**config.mk**
```make
export PLATFORM = sky130hd
export DESIGN_NAME = uart_rxq
export DESIGN_NICKNAME = d
export VERILOG_FILES = /design/src/rtl/uart_rxq_pkg.sv /design/src/rtl/rxq_store.sv /design/src/rtl/rxq_timer.sv /design/src/rtl/uart_rxq.sv
export SDC_FILE = /design/constraint.sdc
export NUM_CORES = 1
export LEC_CHECK = 0
export ABC_AREA = 1
export BUFFER_PORTS_ARGS = -buffer_cell sky130_fd_sc_hd__buf_2
export CORE_ASPECT_RATIO = 1.75
export CORE_MARGIN = 4
export CORE_UTILIZATION = 57
export CTS_BUF_LIST = sky130_fd_sc_hd__clkbuf_2
export DETAILED_ROUTE_END_ITERATION = 6
export GPL_ROUTABILITY_DRIVEN = 0
export GPL_TIMING_DRIVEN = 0
export PLACE_DENSITY = 0.79
export SLEW_MARGIN = 30
export SYNTH_ARGS = -nofsm -noshare
export SYNTH_HDL_FRONTEND = slang
export SYNTH_SLANG_ARGS = --single-unit
```
**constraint.sdc**
```tcl
create_clock -name clk -period 3.1 [get_ports clk]
set_clock_uncertainty 0.05 [all_clocks]
set_input_delay 0.465 -clock clk [delete_from_list [all_inputs] [get_ports clk]]
set_output_delay 0.465 -clock clk [all_outputs]
set_load 0.05 [all_outputs]
```
**src/rtl/uart_rxq_pkg.sv**
```systemverilog
package uart_rxq_pkg;

    typedef enum logic [1:0] {
        TMR_IDLE  = 2'd0,
        TMR_RUN   = 2'd1,
        TMR_FIRED = 2'd2
    } tmr_state_e;

    // Bits in one character: start + data + optional parity + stop.
    function automatic logic [3:0] char_bits(input logic [3:0] fmt);
        logic [3:0] n;
        n = 4'd6 + {2'b00, fmt[1:0]} + {3'b000, fmt[3]} + (fmt[2] ? 4'd2 : 4'd1);
        return n;
    endfunction

    // Trigger code to byte count, limited to the queue depth.
    function automatic int unsigned trig_bytes(input logic [1:0] code,
                                               input int unsigned depth);
        int unsigned v;
        unique case (code)
            2'd0:    v = 1;
            2'd1:    v = 4;
            2'd2:    v = 8;
            default: v = 14;
        endcase
        return (v > depth) ? depth : v;
    endfunction

endpackage

```
**src/rtl/rxq_store.sv**
```systemverilog
module rxq_store #(
    parameter int DEPTH = 16,
    parameter int DW    = 8,
    localparam int PTR_W = (DEPTH > 1) ? $clog2(DEPTH) : 1,
    localparam int CNT_W = $clog2(DEPTH + 1)
) (
    input  logic             clk,
    input  logic             rst_n,
    input  logic             clear_i,
    input  logic             single_i,
    input  logic             push_i,
    input  logic [DW-1:0]    push_data_i,
    input  logic             pop_i,
    output logic [DW-1:0]    head_o,
    output logic [CNT_W-1:0] count_o,
    output logic [CNT_W-1:0] count_nxt_o,
    output logic             drop_o
);

    logic [DW-1:0]    mem [DEPTH];
    logic [PTR_W-1:0] rd_ptr_q, wr_ptr_q;
    logic [CNT_W-1:0] count_q;
    logic             full, pop_ok, wr_norm, wr_over;

    function automatic logic [PTR_W-1:0] ptr_inc(input logic [PTR_W-1:0] p);
        return (p == PTR_W'(DEPTH - 1)) ? '0 : p + PTR_W'(1);
    endfunction

    always_comb begin
        full    = single_i ? (count_q != '0) : (count_q == CNT_W'(DEPTH));
        pop_ok  = pop_i && (count_q != '0);
        wr_norm = push_i && (!full || pop_ok);
        wr_over = push_i && full && !pop_ok && single_i;
        drop_o  = push_i && full && !pop_ok && !clear_i;
        if (clear_i) begin
            count_nxt_o = '0;
        end else begin
            count_nxt_o = count_q + CNT_W'(wr_norm) - CNT_W'(pop_ok);
        end
    end

    always_ff @(posedge clk or negedge rst_n) begin
        if (!rst_n) begin
            rd_ptr_q <= '0;
            wr_ptr_q <= '0;
            count_q  <= '0;
        end else if (clear_i) begin
            rd_ptr_q <= '0;
            wr_ptr_q <= '0;
            count_q  <= '0;
        end else begin
            if (pop_ok)  rd_ptr_q <= ptr_inc(rd_ptr_q);
            if (wr_norm) wr_ptr_q <= ptr_inc(wr_ptr_q);
            count_q <= count_nxt_o;
        end
    end

    always_ff @(posedge clk) begin
        if (!clear_i) begin
            if (wr_norm)      mem[wr_ptr_q] <= push_data_i;
            else if (wr_over) mem[rd_ptr_q] <= push_data_i;
        end
    end

    assign head_o  = (count_q != '0) ? mem[rd_ptr_q] : '0;
    assign count_o = count_q;

    p_count_bound_r1: assert property (@(posedge clk) disable iff (!rst_n)
        count_q <= CNT_W'(DEPTH));

    p_full_keeps_r2: assert property (@(posedge clk) disable iff (!rst_n)
        (!clear_i && !single_i && push_i && !pop_i && count_q == CNT_W'(DEPTH))
        |=> (count_q == CNT_W'(DEPTH) && $stable(rd_ptr_q)));

    p_single_cap_r9: assert property (@(posedge clk) disable iff (!rst_n)
        single_i |-> (count_q <= CNT_W'(1)));

endmodule

```
**src/rtl/rxq_timer.sv**
```systemverilog
module rxq_timer
    import uart_rxq_pkg::*;
#(
    parameter int TO_CHARS = 4,
    localparam int TW = $clog2(TO_CHARS * 12 + 1)
) (
    input  logic       clk,
    input  logic       rst_n,
    input  logic       enable_i,
    input  logic       halt_i,
    input  logic       restart_i,
    input  logic       tick_i,
    input  logic [3:0] fmt_i,
    input  logic       nonempty_i,
    output logic       pend_o
);

    tmr_state_e    st_q, st_d;
    logic [TW-1:0] cnt_q, cnt_d;
    logic [TW-1:0] limit;

    assign limit = TW'(TO_CHARS) * TW'(char_bits(fmt_i));

    // State register
    always_ff @(posedge clk or negedge rst_n) begin
        if (!rst_n) begin
            st_q  <= TMR_IDLE;
            cnt_q <= '0;
        end else begin
            st_q  <= st_d;
            cnt_q <= cnt_d;
        end
    end

    // Next state
    always_comb begin
        st_d  = st_q;
        cnt_d = cnt_q;
        if (!enable_i || halt_i) begin
            st_d  = TMR_IDLE;
            cnt_d = '0;
        end else if (restart_i) begin
            st_d  = TMR_RUN;
            cnt_d = '0;
        end else begin
            unique case (st_q)
                TMR_IDLE: begin
                    cnt_d = '0;
                end
                TMR_RUN: begin
                    if (tick_i) begin
                        if (cnt_q >= (limit - TW'(1))) begin
                            st_d  = TMR_FIRED;
                            cnt_d = '0;
                        end else begin
                            cnt_d = cnt_q + TW'(1);
                        end
                    end
                end
                TMR_FIRED: begin
                    cnt_d = '0;
                end
                default: begin
                    st_d  = TMR_IDLE;
                    cnt_d = '0;
                end
            endcase
        end
    end

    // Outputs
    always_comb begin
        pend_o = (st_q == TMR_FIRED);
    end

    p_pend_needs_data_r7: assert property (@(posedge clk) disable iff (!rst_n)
        pend_o |-> nonempty_i);

    p_fire_on_tick_r6: assert property (@(posedge clk) disable iff (!rst_n)
        $rose(pend_o) |-> $past(tick_i));

endmodule

```
**src/rtl/uart_rxq.sv**
```systemverilog
module uart_rxq
    import uart_rxq_pkg::*;
#(
    parameter int DEPTH    = 16,
    parameter int DW       = 8,
    parameter int TO_CHARS = 4,
    localparam int CNT_W   = $clog2(DEPTH + 1)
) (
    input  logic             clk,
    input  logic             rst_n,
    input  logic             rx_valid_i,
    input  logic [DW-1:0]    rx_byte_i,
    input  logic             rx_break_i,
    input  logic             data_rd_i,
    input  logic             lsr_rd_i,
    input  logic             fctl_we_i,
    input  logic [7:0]       fctl_wdata_i,
    input  logic [3:0]       line_fmt_i,
    input  logic             bit_tick_i,
    output logic [DW-1:0]    rd_data_o,
    output logic             fifo_en_o,
    output logic [CNT_W-1:0] fill_o,
    output logic             at_trig_o,
    output logic             data_ready_o,
    output logic             break_o,
    output logic             overrun_o,
    output logic             timeout_pend_o,
    output logic             tx_flush_o
);

    localparam int          B_EN    = 0;
    localparam int          B_RXCLR = 1;
    localparam int          B_TXCLR = 2;
    localparam logic [7:0]  KEEP    = 8'hC9;

    logic [7:0]       fcr_q;
    logic [1:0]       trig_code_q;
    logic             brk_q, ovr_q;
    logic             fcr_hit, en_flip, rx_clear;
    logic             push;
    logic [DW-1:0]    push_data;
    logic [CNT_W-1:0] count, count_nxt, trig_lvl;
    logic             drop;
    logic             empties;

    // FIFO control decode
    always_comb begin
        fcr_hit    = fctl_we_i && (fctl_wdata_i != fcr_q);
        en_flip    = fcr_hit && (fctl_wdata_i[B_EN] != fcr_q[B_EN]);
        rx_clear   = fcr_hit && (fctl_wdata_i[B_RXCLR] || en_flip);
        tx_flush_o = fcr_hit && (fctl_wdata_i[B_TXCLR] || en_flip);
    end

    always_ff @(posedge clk or negedge rst_n) begin
        if (!rst_n) begin
            fcr_q       <= '0;
            trig_code_q <= '0;
        end else if (fcr_hit) begin
            fcr_q <= fctl_wdata_i & KEEP;
            if (fctl_wdata_i[B_EN]) trig_code_q <= fctl_wdata_i[7:6];
        end
    end

    assign push      = rx_valid_i || rx_break_i;
    assign push_data = rx_break_i ? '0 : rx_byte_i;

    rxq_store #(.DEPTH(DEPTH), .DW(DW)) store_i (
        .clk         (clk),
        .rst_n       (rst_n),
        .clear_i     (rx_clear),
        .single_i    (!fcr_q[B_EN]),
        .push_i      (push),
        .push_data_i (push_data),
        .pop_i       (data_rd_i),
        .head_o      (rd_data_o),
        .count_o     (count),
        .count_nxt_o (count_nxt),
        .drop_o      (drop)
    );

    rxq_timer #(.TO_CHARS(TO_CHARS)) timer_i (
        .clk        (clk),
        .rst_n      (rst_n),
        .enable_i   (fcr_q[B_EN]),
        .halt_i     (rx_clear || (count_nxt == '0)),
        .restart_i  (push || (data_rd_i && (count_nxt != '0))),
        .tick_i     (bit_tick_i),
        .fmt_i      (line_fmt_i),
        .nonempty_i (count != '0),
        .pend_o     (timeout_pend_o)
    );

    // Line status flags
    assign empties = data_rd_i && (count_nxt == '0);

    always_ff @(posedge clk or negedge rst_n) begin
        if (!rst_n) begin
            brk_q <= 1'b0;
            ovr_q <= 1'b0;
        end else begin
            if (rx_break_i && !rx_clear)   brk_q <= 1'b1;
            else if (lsr_rd_i || empties)  brk_q <= 1'b0;
            if (drop)                      ovr_q <= 1'b1;
            else if (lsr_rd_i)             ovr_q <= 1'b0;
        end
    end

    assign trig_lvl     = CNT_W'(trig_bytes(trig_code_q, DEPTH));
    assign fifo_en_o    = fcr_q[B_EN];
    assign fill_o       = count;
    assign data_ready_o = (count != '0);
    assign at_trig_o    = fcr_q[B_EN] ? (count >= trig_lvl) : (count != '0);
    assign break_o      = brk_q;
    assign overrun_o    = ovr_q;

    p_empty_reads_zero_r3: assert property (@(posedge clk) disable iff (!rst_n)
        (data_rd_i && fill_o == '0) |-> (rd_data_o == '0));

    p_break_sets_r4: assert property (@(posedge clk) disable iff (!rst_n)
        (rx_break_i && !rx_clear) |=> (break_o && data_ready_o));

    p_lsr_clears_r5: assert property (@(posedge clk) disable iff (!rst_n)
        (lsr_rd_i && !rx_break_i && !drop) |=> (!break_o && !overrun_o));

    p_read_clears_pend_r7: assert property (@(posedge clk) disable iff (!rst_n)
        data_rd_i |=> !timeout_pend_o);

    p_same_write_idle_r8: assert property (@(posedge clk) disable iff (!rst_n)
        (fctl_we_i && fctl_wdata_i == fcr_q && !rx_valid_i && !rx_break_i && !data_rd_i)
        |=> ($stable(fill_o) && $stable(fifo_en_o)));

    p_same_write_noflush_r8: assert property (@(posedge clk) disable iff (!rst_n)
        (fctl_we_i && fctl_wdata_i == fcr_q) |-> !tx_flush_o);

    p_trig_needs_data_r1: assert property (@(posedge clk) disable iff (!rst_n)
        at_trig_o |-> data_ready_o);

endmodule

```
## After elaboration in Yosys (flattened, before gate mapping)

Memory sizes are Yosys's and may differ from the RTL's.
Index checks and enable logic that the tools add are counted.

| word-level totals | value |
|---|---|
| word-level logic and storage cells | 111 |
| register bits after elaboration | 29 |
| memories | 1 |
| bits in latches | 0 |
| bits of input ports | 28 |
| bits in writable memories | 128 |
| memory bits (read-only) | 0 |

| operators by class | value |
|---|---|
| eq/ne operators | 12 |
| magnitude comparators | 3 |
| reductions and logical operators | 38 |
| add/subtract/negate cells | 9 |
| multiply operators | 0 |
| bitwise operators | 0 |
| divide/modulo/power cells | 0 |
| shift operators | 0 |
| multiplexer cells | 39 |

Memory list:

| name | depth | bits a word | rd ports | clocked after Yosys merged registers in | wr ports | line | RTL |
|---|---|---|---|---|---|---|---|
| store_i.mem | 16 | 8 | 1 | 0 | 1 | rxq_store.sv:20 | `logic [DW-1:0] mem [DEPTH];` |

Operator list:

| kind | count |
|---|---|
| 6-bit 2-to-1 mux | 5 |
| 4-bit 2-to-1 mux | 7 |
| 8-bit 2-to-1 mux | 3 |
| 5-bit 2-to-1 mux | 3 |
| 1-bit 2-to-1 mux | 14 |
| 1-bit logical AND | 13 |
| 4-bit case mux with 3 select lines | 1 |
| 2-bit 2-to-1 mux | 5 |
| 5-bit nonzero test | 2 |
| 4-bit by 1-bit adder with 4-bit output (second input constant) | 2 |
| 4-bit equality test (second input constant) | 2 |
| 1-bit logical OR | 8 |
| 8-bit != test | 1 |
| 2-bit nonzero test | 4 |
| 8-bit OR reduction | 1 |
| 6-bit by 1-bit adder with 6-bit output (second input constant) | 1 |
| 6-bit >= comparator | 1 |
| 6-bit by 1-bit subtractor with 6-bit output (second input constant) | 1 |
| 5-bit by 1-bit adder with 5-bit output | 1 |
| 5-bit equality test (second input constant) | 1 |
| 5-bit >= comparator | 1 |
| 4-bit by 5-bit > comparator with 1-bit output (second input constant) | 1 |
| 5-bit zero test | 1 |
| 5-bit by 1-bit subtractor with 5-bit output | 1 |
| other kinds (15) | 21 |

## Longest topological paths before layout

| depth | value |
|---|---|
| depth in word-level cells | 13 |
| depth in mapped cells | 24 |

## By module

Synthesis repeated with hierarchy kept, for this count alone.

| unflattened totals | value |
|---|---|
| cells, all modules | 713 |
| area total of the unflattened synthesis | 7357.1 µm² |

By module, submodules not included:

| module | cells each | area an instance (µm²) | seq. area each (µm²) | instances |
|---|---|---|---|---|
| rxq_store | 515 | 6004.5 | 4169.0 | 1 |
| uart_rxq | 114 | 705.7 | 200.2 | 1 |
| rxq_timer | 84 | 646.9 | 200.2 | 1 |

## Worst setup path after synthesis

No wires, ideal clock.

| timing path | value |
|---|---|
| path type | register to register |
| start point | register store_i.count_q[3], in the netlist store_i.count_o[3] |
| end point | register timer_i.cnt_q[5] |
| setup time | 0.119 ns |
| cell stages (with the launch flop) | 23 |
| required time | 2.931 ns |
| data arrival time | 3.512 ns |
| period minus slack after synthesis | 3.681 ns |
| setup slack | -0.581 ns |
| cell sequence | dfrtp_1 inv_1 ha_1 nand3_1 nor2_4 inv_2 nand2_1 inv_1 ha_1 inv_1 ha_1 inv_1 fa_1 inv_1 nand3_1 nand3_1 nand3_4 nand4_2 nand4_2 nor2_4 nand2_2 a21oi_1 nor2_1 |

| between the ends | value |
|---|---|
| cells in the longest elaborated chain, start to end | 13 |
| elaborated cells on any way between the ends | 19 |

RTL lines:

| item | line | RTL |
|---|---|---|
| from (decl) | rxq_store.sv:22 | `logic [CNT_W-1:0] count_q;` |
| from (signal assigned) | rxq_store.sv:54 | `count_q <= count_nxt_o;` |
| 5-bit nonzero test * | - |  |
| named net data_ready_o | uart_rxq.sv:24 | `output logic data_ready_o,` |
| 1-bit 2-to-1 mux | rxq_store.sv:30 | `full = single_i ? (count_q != '0) : (count_q == CNT_W'(DEPTH));` |
| 1-bit zero test | rxq_store.sv:32 | `wr_norm = push_i && (!full \|\| pop_ok);` |
| 1-bit logical OR | rxq_store.sv:32 |  |
| 1-bit logical AND | rxq_store.sv:32 |  |
| 5-bit by 1-bit adder with 5-bit output | rxq_store.sv:38 | `count_nxt_o = count_q + CNT_W'(wr_norm) - CNT_W'(pop_ok);` |
| 5-bit by 1-bit subtractor with 5-bit output * | rxq_store.sv:38 |  |
| 5-bit 2-to-1 mux * | rxq_store.sv:35 | `if (clear_i) begin` |
| 5-bit nonzero test | uart_rxq.sv:86 | `.restart_i (push \|\| (data_rd_i && (count_nxt != '0))),` |
| 1-bit logical AND | uart_rxq.sv:86 |  |
| 1-bit logical OR | uart_rxq.sv:86 |  |
| 6-bit 2-to-1 mux | rxq_timer.sv:42 | `end else if (restart_i) begin` |
| 6-bit 2-to-1 mux | rxq_timer.sv:39 | `if (!enable_i \|\| halt_i) begin` |
| to (signal assigned) | rxq_timer.sv:31 | `cnt_q <= cnt_d;` |
| to (decl) | rxq_timer.sv:19 | `logic [TW-1:0] cnt_q, cnt_d;` |

The timed path passes the listed nets; every way through them passes the cells marked *.
A chain may end at the register's enable or synchronous reset.

## Worst setup path in the final report

| timing path | value |
|---|---|
| start point | register store_i.rd_ptr_q[0] |
| end point | output rd_data_o[5] |

| between the ends | value |
|---|---|
| cells in the longest elaborated chain, start to end | 2 |

RTL lines:

| item | line | RTL |
|---|---|---|
| from (decl) | rxq_store.sv:21 | `logic [PTR_W-1:0] rd_ptr_q, wr_ptr_q;` |
| from (signal assigned) | rxq_store.sv:52 | `if (pop_ok) rd_ptr_q <= ptr_inc(rd_ptr_q);` |
| memory 16 x 8 bit | - |  |
| 8-bit 2-to-1 mux | rxq_store.sv:65 | `assign head_o = (count_q != '0) ? mem[rd_ptr_q] : '0;` |
| to (decl) | uart_rxq.sv:20 | `output logic [DW-1:0] rd_data_o,` |

Every way passes these cells.

==> out/results.ini <==
[synthesis]
async_reset_ff_share_pct=18.5
netlist_instances=638
postSynthAreaPerCell_sq_um=11.4
synth-edff-count=128
synth_nets=689
synth.distinct_cells=49
ys_seq_elements=157
yosysWarnings=0
ys.flop_type=edfxtp_1
syn_area_sq_um=7270
ys_seq_area_share_pct=62.9

[setup_path]
arrival_ns=2.63
r2r-start=store_i.count_o[3]
worstSetupPathType=flip-flop to primary output
rr_worst_depth=20
path_buf_inv=4
worstPathRequired_ns=2.58
critPathTopFamily=buffers and inverters
max_stage_delay_ns=0.56
rrSetupSlack_ns=-0.02
slowest_stage=dfrtp_2
path_cells=buf_12 -> buf_12 -> buf_2 -> mux2i_1 -> o221ai_2 -> a21oi_2 -> a211oi_2 -> buf_6
crit_top_cell=buf_12
crit_fanout=6
start_kind=flip-flop
reg2reg_to=timer_i.st_q[1]
worstSetupEndpointType=primary output

[finish]
fill_cells=803
utilization_pct=71.3
final_area_sq_um=8920
drive_above_1_share_pct=32.0
layout_commonest_cell=edfxtp_1
nets=789
final_cell_mix=128 x edfxtp_1, 77 x nand2_1, 57 x nor2_1
syn_to_final_growth_pct=22.7

[power]
p_leak_nw=3.51
pwr_density_cell_nw_per_um2=826
vdd.ir_drop.worst_mv=1.29

[global_route]
grt.overflow.total=0
grtUsageMet2_pct=44.8
track_usage_pct=24.7
grt_use_met3_pct=5.93
gr-max-usage-layer=met2
grtUsageMet1_pct=26.6
grt_pass1_vias=5241
grt_max_degree=30
antenna_found_initial=1
grt_pass1_wl_um=27100

[worst_hold_path]
hold_class=input port to flip-flop
hold_depth=3
worstHoldStart=fctl_wdata_i[0]
min_to=trig_code_q[0]

[routing]
dr_total_vias=5339
via_per_inst=5.80
detail_route.iter0.violations=463
wl_per_cell_um=19.8
drt-total-wl_um=18200
drc=0
dr.pass1.iters=5
ant_nets=0

[clock_network]
path_clk_slew_ns=0.24
cts_buffer_depth=2
cts.sinks=157
cts_buffers=17
cts_max_level=4
cts_tree=built
clk-insertion-delay-late_ns=0.73
clockRootBuffer=clkbuf_2

[place]
pre_cts_slack_ns=-0.264
dpl.hpwl_um=12400
place_area_sq_um=7850
port_buffers=47

[timing]
finalCriticalPeriod_ns=3.15
period_share_pct=101
hold_viol=0
maxSlewHeadroom_pct=38.8
max_clock_freq_mhz=318
fin_ws_ns=-0.0460
rsz0062_at_grt=yes
setup_violations=7
setup_tns_ns=-0.174
slew_violations=0
max_slew.worst_pin.slew_ns=0.917

[floorplanning]
coreArea_sq_um=12500
die_area_sq_um=14700
ios=48
rows=54
initial_utilization_pct=58.1
fp.dieH_um=157
die_x_um=93.3

[run]
maxCapViolCount=0

[outcome]
violations=setup timing
run_status=finished with violations

==> how the worst max path moves through the flow <==
stage / startpoint / to / slack (ns) / cells after the start
floorplan: store_i.count_o[3] / timer_i.cnt_q[5] / -0.14 / 20
finish: store_i.rd_ptr_q[0] / rd_data_o[5] / -0.05 / 8
CTS: store_i.count_o[3] / timer_i.cnt_q[5] / 0.006 / 23
global placement: store_i.count_o[3] / timer_i.cnt_q[5] / -0.17 / 22
detailed placement: store_i.count_o[3] / timer_i.cnt_q[5] / -0.26 / 22
global route: store_i.rd_ptr_q[0] / rd_data_o[7] / -0.20 / 7
==> registers in the layout, indices dropped and copies added (netlist names) <==
signal	cells
store_i.mem	128
timer_i.cnt_q	6
store_i.count_o	5
fcr_q	4
store_i.rd_ptr_q	4
store_i.wr_ptr_q	4
timer_i.st_q	2
trig_code_q	2
break_o	1
overrun_o	1
==> tightest hold or removal path: stages <==
cell and delay, ns:
buf_2 0.13, nand2_1 0.14, o21ai_0 0.09
==> report_power, final <==
| group | switching (mW) | internal, mW | total [mW] |
|---|---|---|---|
| sequential | 0.139 | 2.46 | 2.60 |
| combinational | 2.27 | 1.38 | 3.65 |
| clock | 0.786 | 0.327 | 1.11 |
==> kinds of logic (layout without fill, tap and decap cells) <==
| kind of cell | after synthesis | count (layout) | share of synthesized area, % |
|---|---|---|---|
| xor gates and xnor gates | 6 | 6 | 0.723 |
| adders and majority gates | 23 | 23 | 4.17 |
| and+or+nand+nor | 208 | 208 | 13.8 |
| AOI/OAI and AO/OA | 133 | 133 | 11.0 |
| DFF | 157 | 157 | 62.9 |
| muxes | 16 | 16 | 2.20 |
| other | 0 | 2 | 0 |
| buffers and inverters | 95 | 208 | 5.20 |
==> layer usage <==
layer  routed length (um)  vias up
met5                    0        -
met4                 1150        0
met3                 1260       74
met2                 9670      268
met1                 6160     2537
li1                     -     2460
==> Yosys cell counts (4+ instances only) <==
master | count | area, sq um
o21ai_1 | 5 | 25.0
inv_2 | 4 | 15.0
o22ai_1 | 19 | 119
a211oi_1 | 8 | 60.1
o21ai_0 | 47 | 235
ha_1 | 21 | 263
nand2_1 | 79 | 297
inv_1 | 66 | 248
edfxtp_1 | 128 | 3840
clkbuf_1 | 19 | 71.3
o221ai_1 | 8 | 70.1
nand3_1 | 19 | 95.1
nand2_2 | 6 | 37.5
nor3_1 | 12 | 60.1
nor2_1 | 69 | 259
dfrtp_1 | 29 | 726
a21oi_1 | 31 | 155
mux2i_1 | 16 | 160
==> cell type report <==
type,instances,area [sq um],share of cell area (%)
plain buffers,21,230,2.58
multi-input cells,386,2740,30.8
clock buffers,18,90.1,1.01
repair buffers,82,616,6.90
clock inverters,14,151,1.70
diodes,2,5.00,0.0561
flip-flops and latches,157,4580,51.3
inverters,73,297,3.33
well taps,168,210,2.36
==> metrics by stage <==
| step | hold WS (ns) | std cells | power, mW |
|---|---|---|---|
| finish | 0.0634 | 921 | 7.36 |
| floorplan | 0.119 | 638 | 4.66 |
| global route | 0.0201 | 921 | 7.74 |
| CTS | 0.00754 | 899 | 6.73 |
| detailed placement | 0.433 | 853 | 5.38 |
| global placement | 0.421 | 853 | 5.27 |
==> timing repair <==
action / in CTS / in global routing
gates cloned: 0 / 4
setup buffers: 7 / 14
setup endpoints to repair: 17 / 18
hold buffers: 8 / 2
resized for setup: 59 / 111
endpoints found under the hold margin: 38 / 2
pin swaps: 5 / 19
(Power assumes the default switching activity.)
